**src/rtl/ddr_seq_pkg.sv**
```systemverilog
package ddr_seq_pkg;

    typedef enum logic [2:0] {
        ST_IDLE,
        ST_WAIT,
        ST_HOLD,
        ST_CKE_UP,
        ST_ISSUE,
        ST_READY
    } seq_state_e;

    localparam logic [1:0] A_INTERVAL = 2'd0;
    localparam logic [1:0] A_CONFIG   = 2'd1;
    localparam logic [1:0] A_PERMIT   = 2'd2;
    localparam logic [1:0] A_STATUS   = 2'd3;

endpackage

```
**src/rtl/ddr_seq_regs.sv**
```systemverilog
module ddr_seq_regs
    import ddr_seq_pkg::*;
#(
    parameter int DATA_W = 32,
    parameter int REF_W  = 16
) (
    input  logic              clk,
    input  logic              rst_n,
    input  logic              wr,
    input  logic [1:0]        addr,
    input  logic [DATA_W-1:0] wdata,
    input  logic              busy,
    input  logic              done,
    output logic [DATA_W-1:0] rdata,
    output logic [REF_W-1:0]  interval,
    output logic              cke_permit,
    output logic              start,
    output logic              interval_wr
);

    logic [DATA_W-1:0] config_q;

    // Write strobes decoded per register
    assign start       = wr && (addr == A_CONFIG);
    assign interval_wr = wr && (addr == A_INTERVAL);

    always_ff @(posedge clk or negedge rst_n) begin
        if (!rst_n) begin
            interval   <= '0;
            config_q   <= '0;
            cke_permit <= 1'b0;
        end else if (wr) begin
            unique case (addr)
                A_INTERVAL: interval   <= wdata[REF_W-1:0];
                A_CONFIG:   config_q   <= wdata;
                A_PERMIT:   cke_permit <= wdata[0];
                default:    ;
            endcase
        end
    end

    always_comb begin
        unique case (addr)
            A_INTERVAL: rdata = DATA_W'(interval);
            A_CONFIG:   rdata = config_q;
            A_PERMIT:   rdata = DATA_W'(cke_permit);
            default:    rdata = DATA_W'({done, busy});
        endcase
    end

endmodule

```
**src/rtl/ddr_seq_fsm.sv**
```systemverilog
module ddr_seq_fsm
    import ddr_seq_pkg::*;
#(
    parameter int REF_W      = 16,
    parameter int WAIT_SHIFT = 4
) (
    input  logic             clk,
    input  logic             rst_n,
    input  logic             start,
    input  logic [REF_W-1:0] interval,
    input  logic             cke_permit,
    output logic             reset_n_o,
    output logic             cke_o,
    output logic             init_pulse_o,
    output logic             done_o,
    output logic             busy_o
);

    localparam int CNT_W = REF_W + WAIT_SHIFT + 1;

    seq_state_e       state, nxt;
    logic [CNT_W-1:0] wait_cnt;
    logic [CNT_W-1:0] wait_len;
    logic             expire;
    logic             cke_want;

    // Wait is over once the next count reaches the latched length (minimum one cycle)
    assign expire = (wait_cnt + CNT_W'(1)) >= wait_len;

    // State register
    always_ff @(posedge clk or negedge rst_n) begin
        if (!rst_n) state <= ST_IDLE;
        else        state <= nxt;
    end

    // Wait counter; length latched from the interval at each start
    always_ff @(posedge clk or negedge rst_n) begin
        if (!rst_n) begin
            wait_cnt <= '0;
            wait_len <= '0;
        end else if (start) begin
            wait_cnt <= '0;
            wait_len <= CNT_W'(interval) << WAIT_SHIFT;
        end else if (state == ST_WAIT) begin
            wait_cnt <= wait_cnt + CNT_W'(1);
        end
    end

    // Transitions
    always_comb begin
        nxt = state;
        if (start) begin
            nxt = ST_WAIT;
        end else begin
            unique case (state)
                ST_IDLE:   nxt = ST_IDLE;
                ST_WAIT:   if (expire) nxt = cke_permit ? ST_CKE_UP : ST_HOLD;
                ST_HOLD:   if (cke_permit) nxt = ST_CKE_UP;
                ST_CKE_UP: nxt = ST_ISSUE;
                ST_ISSUE:  nxt = ST_READY;
                ST_READY:  nxt = ST_READY;
                default:   nxt = ST_IDLE;
            endcase
        end
    end

    // Outputs from the state
    always_comb begin
        reset_n_o    = 1'b1;
        cke_want     = 1'b0;
        init_pulse_o = 1'b0;
        done_o       = 1'b0;
        busy_o       = 1'b0;
        unique case (state)
            ST_IDLE:   reset_n_o = 1'b0;
            ST_WAIT:   busy_o    = 1'b1;
            ST_HOLD:   busy_o    = 1'b1;
            ST_CKE_UP: begin
                busy_o   = 1'b1;
                cke_want = 1'b1;
            end
            ST_ISSUE:  begin
                busy_o       = 1'b1;
                cke_want     = 1'b1;
                init_pulse_o = 1'b1;
            end
            ST_READY:  begin
                cke_want = 1'b1;
                done_o   = 1'b1;
            end
            default:   reset_n_o = 1'b0;
        endcase
        cke_o = cke_want && cke_permit;
    end

endmodule

```
**src/rtl/ddr_seq_refresh.sv**
```systemverilog
module ddr_seq_refresh #(
    parameter int REF_W = 16
) (
    input  logic             clk,
    input  logic             rst_n,
    input  logic             run,
    input  logic             reload,
    input  logic [REF_W-1:0] interval,
    output logic             strobe
);

    logic [REF_W-1:0] cnt;
    logic             off;
    logic             at_end;

    assign off    = (interval == '0);
    assign at_end = (cnt == (interval - REF_W'(1)));
    assign strobe = run && !off && at_end;

    always_ff @(posedge clk or negedge rst_n) begin
        if (!rst_n)                        cnt <= '0;
        else if (!run || reload || off)    cnt <= '0;
        else if (at_end)                   cnt <= '0;
        else                               cnt <= cnt + REF_W'(1);
    end

endmodule

```
**src/rtl/ddr_pwrup_seq.sv**
```systemverilog
module ddr_pwrup_seq #(
    parameter int DATA_W     = 32,
    parameter int REF_W      = 16,
    parameter int WAIT_SHIFT = 4
) (
    input  logic              clk,
    input  logic              rst_n,
    input  logic              cfg_wr,
    input  logic [1:0]        cfg_addr,
    input  logic [DATA_W-1:0] cfg_wdata,
    output logic [DATA_W-1:0] cfg_rdata,
    input  logic              mem_req,
    output logic              mem_rsp_valid,
    output logic              mem_rsp_err,
    output logic              dram_reset_n,
    output logic              dram_cke,
    output logic              init_cmd_pulse,
    output logic              init_done,
    output logic              refresh_pulse
);

    logic [REF_W-1:0] interval;
    logic             cke_permit;
    logic             start;
    logic             interval_wr;
    logic             seq_busy;

    ddr_seq_regs #(.DATA_W(DATA_W), .REF_W(REF_W)) u_regs (
        .clk         (clk),
        .rst_n       (rst_n),
        .wr          (cfg_wr),
        .addr        (cfg_addr),
        .wdata       (cfg_wdata),
        .busy        (seq_busy),
        .done        (init_done),
        .rdata       (cfg_rdata),
        .interval    (interval),
        .cke_permit  (cke_permit),
        .start       (start),
        .interval_wr (interval_wr)
    );

    ddr_seq_fsm #(.REF_W(REF_W), .WAIT_SHIFT(WAIT_SHIFT)) u_fsm (
        .clk          (clk),
        .rst_n        (rst_n),
        .start        (start),
        .interval     (interval),
        .cke_permit   (cke_permit),
        .reset_n_o    (dram_reset_n),
        .cke_o        (dram_cke),
        .init_pulse_o (init_cmd_pulse),
        .done_o       (init_done),
        .busy_o       (seq_busy)
    );

    ddr_seq_refresh #(.REF_W(REF_W)) u_refresh (
        .clk      (clk),
        .rst_n    (rst_n),
        .run      (init_done),
        .reload   (interval_wr),
        .interval (interval),
        .strobe   (refresh_pulse)
    );

    // Access response: error until the sequence has completed
    always_ff @(posedge clk or negedge rst_n) begin
        if (!rst_n) begin
            mem_rsp_valid <= 1'b0;
            mem_rsp_err   <= 1'b0;
        end else begin
            mem_rsp_valid <= mem_req;
            mem_rsp_err   <= mem_req && !init_done;
        end
    end

endmodule

```
**config.mk**
```make
export PLATFORM = sky130hd
export DESIGN_NAME = ddr_pwrup_seq
export DESIGN_NICKNAME = d
export VERILOG_FILES = /design/src/rtl/ddr_seq_pkg.sv /design/src/rtl/ddr_seq_regs.sv /design/src/rtl/ddr_seq_fsm.sv /design/src/rtl/ddr_seq_refresh.sv /design/src/rtl/ddr_pwrup_seq.sv
export SDC_FILE = /design/constraint.sdc
export NUM_CORES = 1
export LEC_CHECK = 0
export BUFFER_PORTS_ARGS = -buffer_cell sky130_fd_sc_hd__buf_2
export CAP_MARGIN = 5
export CELL_PAD_IN_SITES_DETAIL_PLACEMENT = 0
export CELL_PAD_IN_SITES_GLOBAL_PLACEMENT = 1
export CORE_AREA = 2 2 120 122
export CTS_BUF_LIST = sky130_fd_sc_hd__clkbuf_16
export CTS_CLUSTER_SIZE = 30
export DETAILED_ROUTE_END_ITERATION = 12
export DIE_AREA = 0 0 122 124
export GPL_ROUTABILITY_DRIVEN = 1
export PLACE_DENSITY = 0.91
export SLEW_MARGIN = 20
export SYNTH_ARGS = -nofsm -noshare
export SYNTH_HDL_FRONTEND = slang
export SYNTH_SLANG_ARGS = --single-unit
export TNS_END_PERCENT = 30
```
**constraint.sdc**
```tcl
create_clock -name clk -period 3.97 [get_ports clk]
set_clock_uncertainty 0.2 [all_clocks]
set_input_delay 0.5955 -clock clk [delete_from_list [all_inputs] [get_ports clk]]
set_output_delay 0.5955 -clock clk [all_outputs]
set_load 0.01 [all_outputs]
```
==> impl_metrics.csv <==
group,metric,value,unit
run_status,status,"completed",
synth,synth_area,6130,um^2
cells_and_area,final_cell_mix,"nand2_1 (142), dfrtp_1 (107), buf_2 (75)",
global_route,use_met1,0.267,
sta,hold_violations,0,
cells_and_area,syn_to_final_growth,12.6,%
sta,tightest_slew,0.810,ns
sta,layout_min_cycle_time,3.77,ns
clocking,cts_sinks,107,
cells_and_area,drive_gt1_frac,0.164,
cells_and_area,antennaDiodeCount,0,
clocking,cts_buffers,9,
global_route,use_met2,0.337,
global_route,grt_pass1_vias,4817,
clocking,cts_setup_buffers,0,
global_route,met3_usage,0.0371,
critical_path,critPathRequiredTime,3.17,ns
clocking,clk_latency,0.35,ns
floorplan,dieArea,15100,um^2
synth,ys_types,56,
cells_and_area,layout_commonest_cell,"nand2_1",
synth,syn-num-nets,742,
critical_path,arrival,2.97,ns
sta,fin_crit_sh,0.949,
placed_design,place_congestion,0.924,
sta,tns,0,ns
clocking,cts_max_level,3,
drt,routed_wl,14600,um
hold_path,min_path_type,"input port to async pin",
synth,synth_flop_cell,"dfrtp_1",
critical_path,crit_path_end_kind,"output pin",
placed_design,io_buffers,76,
cells_and_area,fin_nets,798,
synth,ys_seq_area_frac,0.437,
synth,synth_edf_count,0,
global_route,gr-total-overflow,0,
sta,setup_viol,0,
drt,routed_via_density,5.35,
pwr,peakVddDrop,0.294,mV
critical_path,worst-path-max-fanout,12,
sta,fmax,266,MHz
critical_path,cp-start-kind,"flop",
floorplan,start_util,0.447,
global_route,grt_max_degree,90,
clocking,clk_pin_slew,0.07,ns
sta,slew_headroom,0.460,
sta,hold_ws,0.0851,ns
synth,postSynthAreaPerCell,8.98,um^2
sta,grt_setup_unrepaired,"no",
floorplan,io_pins,77,
global_route,grt.busiest_layer,"met2",
clocking,cts_buffer_depth,2,
clocking,ctsHoldBuffers,0,
floorplan,num_rows,43,
clocking,cts_tree,"done",
drt,wl_per_cell,15.9,um
floorplan,fp.coreArea,13700,um^2
synth,ys_ff_latch,107,
critical_path,r2r-start,"u_fsm.wait_cnt[0]",
global_route,grt_usage,0.205,
synth,synthArstFlopShare,1.00,
drt,drtPass1Iterations,5,
floorplan,fp.dieH,124,um
drt,num_vias,4940,
pwr,powerDensity,425,nW/um^2
pwr,power.leakage,3.31,nW
cells_and_area,fin_util,0.503,
drt,ant_nets,0,
critical_path,cp-startpoint,"u_regs.interval[0]",
global_route,antenna_found_initial,0,
placed_design,dp_hpwl,10500,um
synth,synthCells,683,
critical_path,worstSetupPathType,"flop to output pin",
sta,drv_slew,0,
clocking,ctsResizeCount,0,
critical_path,regToRegSetupSlack,0.44,ns
drt,drc_errors,0,
floorplan,die-width,122,um
global_route,grt_pass1_wl,24200,um
clocking,ctsRootBufferMaster,"clkbuf_16",
synth,synth_warnings,0,
drt,drt_iter0_drc,306,
run,maxCapViolCount,0,
-- registers in the layout, summed over array words and instances, names as in the netlist --
register,flops
u_regs.interval,16
u_regs.config_q,32
mem_rsp_err,1
u_fsm.state,3
u_regs.cke_permit,1
mem_rsp_valid,1
u_fsm.wait_len,16
u_fsm.wait_cnt,21
u_refresh.cnt,16
-- stage by stage --
step	instance area (um^2)	total power [mW]	cells	setup WS [ns]
after floorplan	6130	1.89	683	0.679
after global placement	6640	2.11	908	0.681
after detailed placement	6640	2.14	908	0.519
after CTS	6900	2.97	923	0.218
after global routing	6910	3.12	923	0.0514
final	6910	2.94	923	0.204
-- metal layers --
layer  routed length [um]  up-vias  share of wire
li1                     -     2410              -
met1                 6640     2386           0.45
met2                 7010      118           0.48
met3                  651       26          0.044
met4                  342        0          0.023
met5                    0        -              0
-- worst paths after layout --
check | to | cells past startpoint
setup / recovery | refresh_pulse | 9
hold / removal | u_refresh.cnt[10] | 1
setup reg to reg | u_fsm.state[0] | 12
hold reg to reg | u_regs.config_q[29] | 2
max in group asynchronous | mem_rsp_err | 2
min in group clk | mem_rsp_valid | 1
-- cell families (layout without fill, tap and decap cells) --
family	Yosys count	in the layout	synth area share
simple gates	319	319	0.254
compound gates	74	74	0.0728
xor+xnor	65	65	0.0928
flops	107	107	0.437
mux	32	32	0.0571
buf+inv	65	125	0.0439
fa+ha+maj	21	21	0.0428
-- worst max-delay path: stages (launching register included) --
cell and delay [ns]:
dfrtp_1 0.47, inv_1 0.17, ha_1 0.45, and3_1 0.22
o2bb2ai_1 0.06, a2111oi_0 0.52, o2111ai_2 0.24, nor4_4 0.22
and2b_1 0.16, buf_2 0.12
-- layout make-up --
type / count / area [um^2]
sequential: 107 / 2680
timing repair buffer: 86 / 462
multi-input combinational: 511 / 3190
fill: 1306 / 6810
clock inverter: 6 / 33.8
clock buffer: 9 / 225
tap: 180 / 225
inverter: 24 / 90.1
-- synth_stat cells, types with 2 or more instances --
cell type / instances / area [um^2]
a211o_1: 2 / 17.5
a211oi_1: 2 / 15.0
a21o_1: 2 / 15.0
a21oi_1: 18 / 90.1
a31oi_1: 2 / 12.5
and2_1: 18 / 113
and3_1: 10 / 62.6
and4_1: 3 / 26.3
and4b_1: 2 / 20.0
buf_2: 5 / 25.0
buf_6: 2 / 22.5
clkbuf_1: 32 / 120
dfrtp_1: 107 / 2680
ha_1: 21 / 263
inv_1: 24 / 90.1
mux2_2: 14 / 158
mux2i_1: 17 / 170
nand2_1: 142 / 533
nand2b_1: 3 / 18.8
nand3_1: 23 / 115
nand3b_1: 3 / 22.5
nand4_1: 10 / 62.6
nor2_1: 46 / 173
nor2b_1: 8 / 50.1
nor3_1: 11 / 55.1
nor4_1: 19 / 119
nor4_4: 2 / 42.5
nor4bb_1: 2 / 20.0
o21ai_0: 30 / 150
o21bai_1: 3 / 22.5
o22ai_1: 4 / 25.0
or3_1: 9 / 56.3
xnor2_1: 33 / 289
xor2_1: 32 / 280
-- power breakdown --
part / leakage (nW) / switching, mW / internal [mW]
combinational: 1.80 / 0.408 / 0.296
clock: 0.136 / 0.399 / 0.419
sequential: 1.37 / 0.171 / 1.24
total: 3.31 / 0.978 / 1.96
Power figures use the tool's default switching activity.
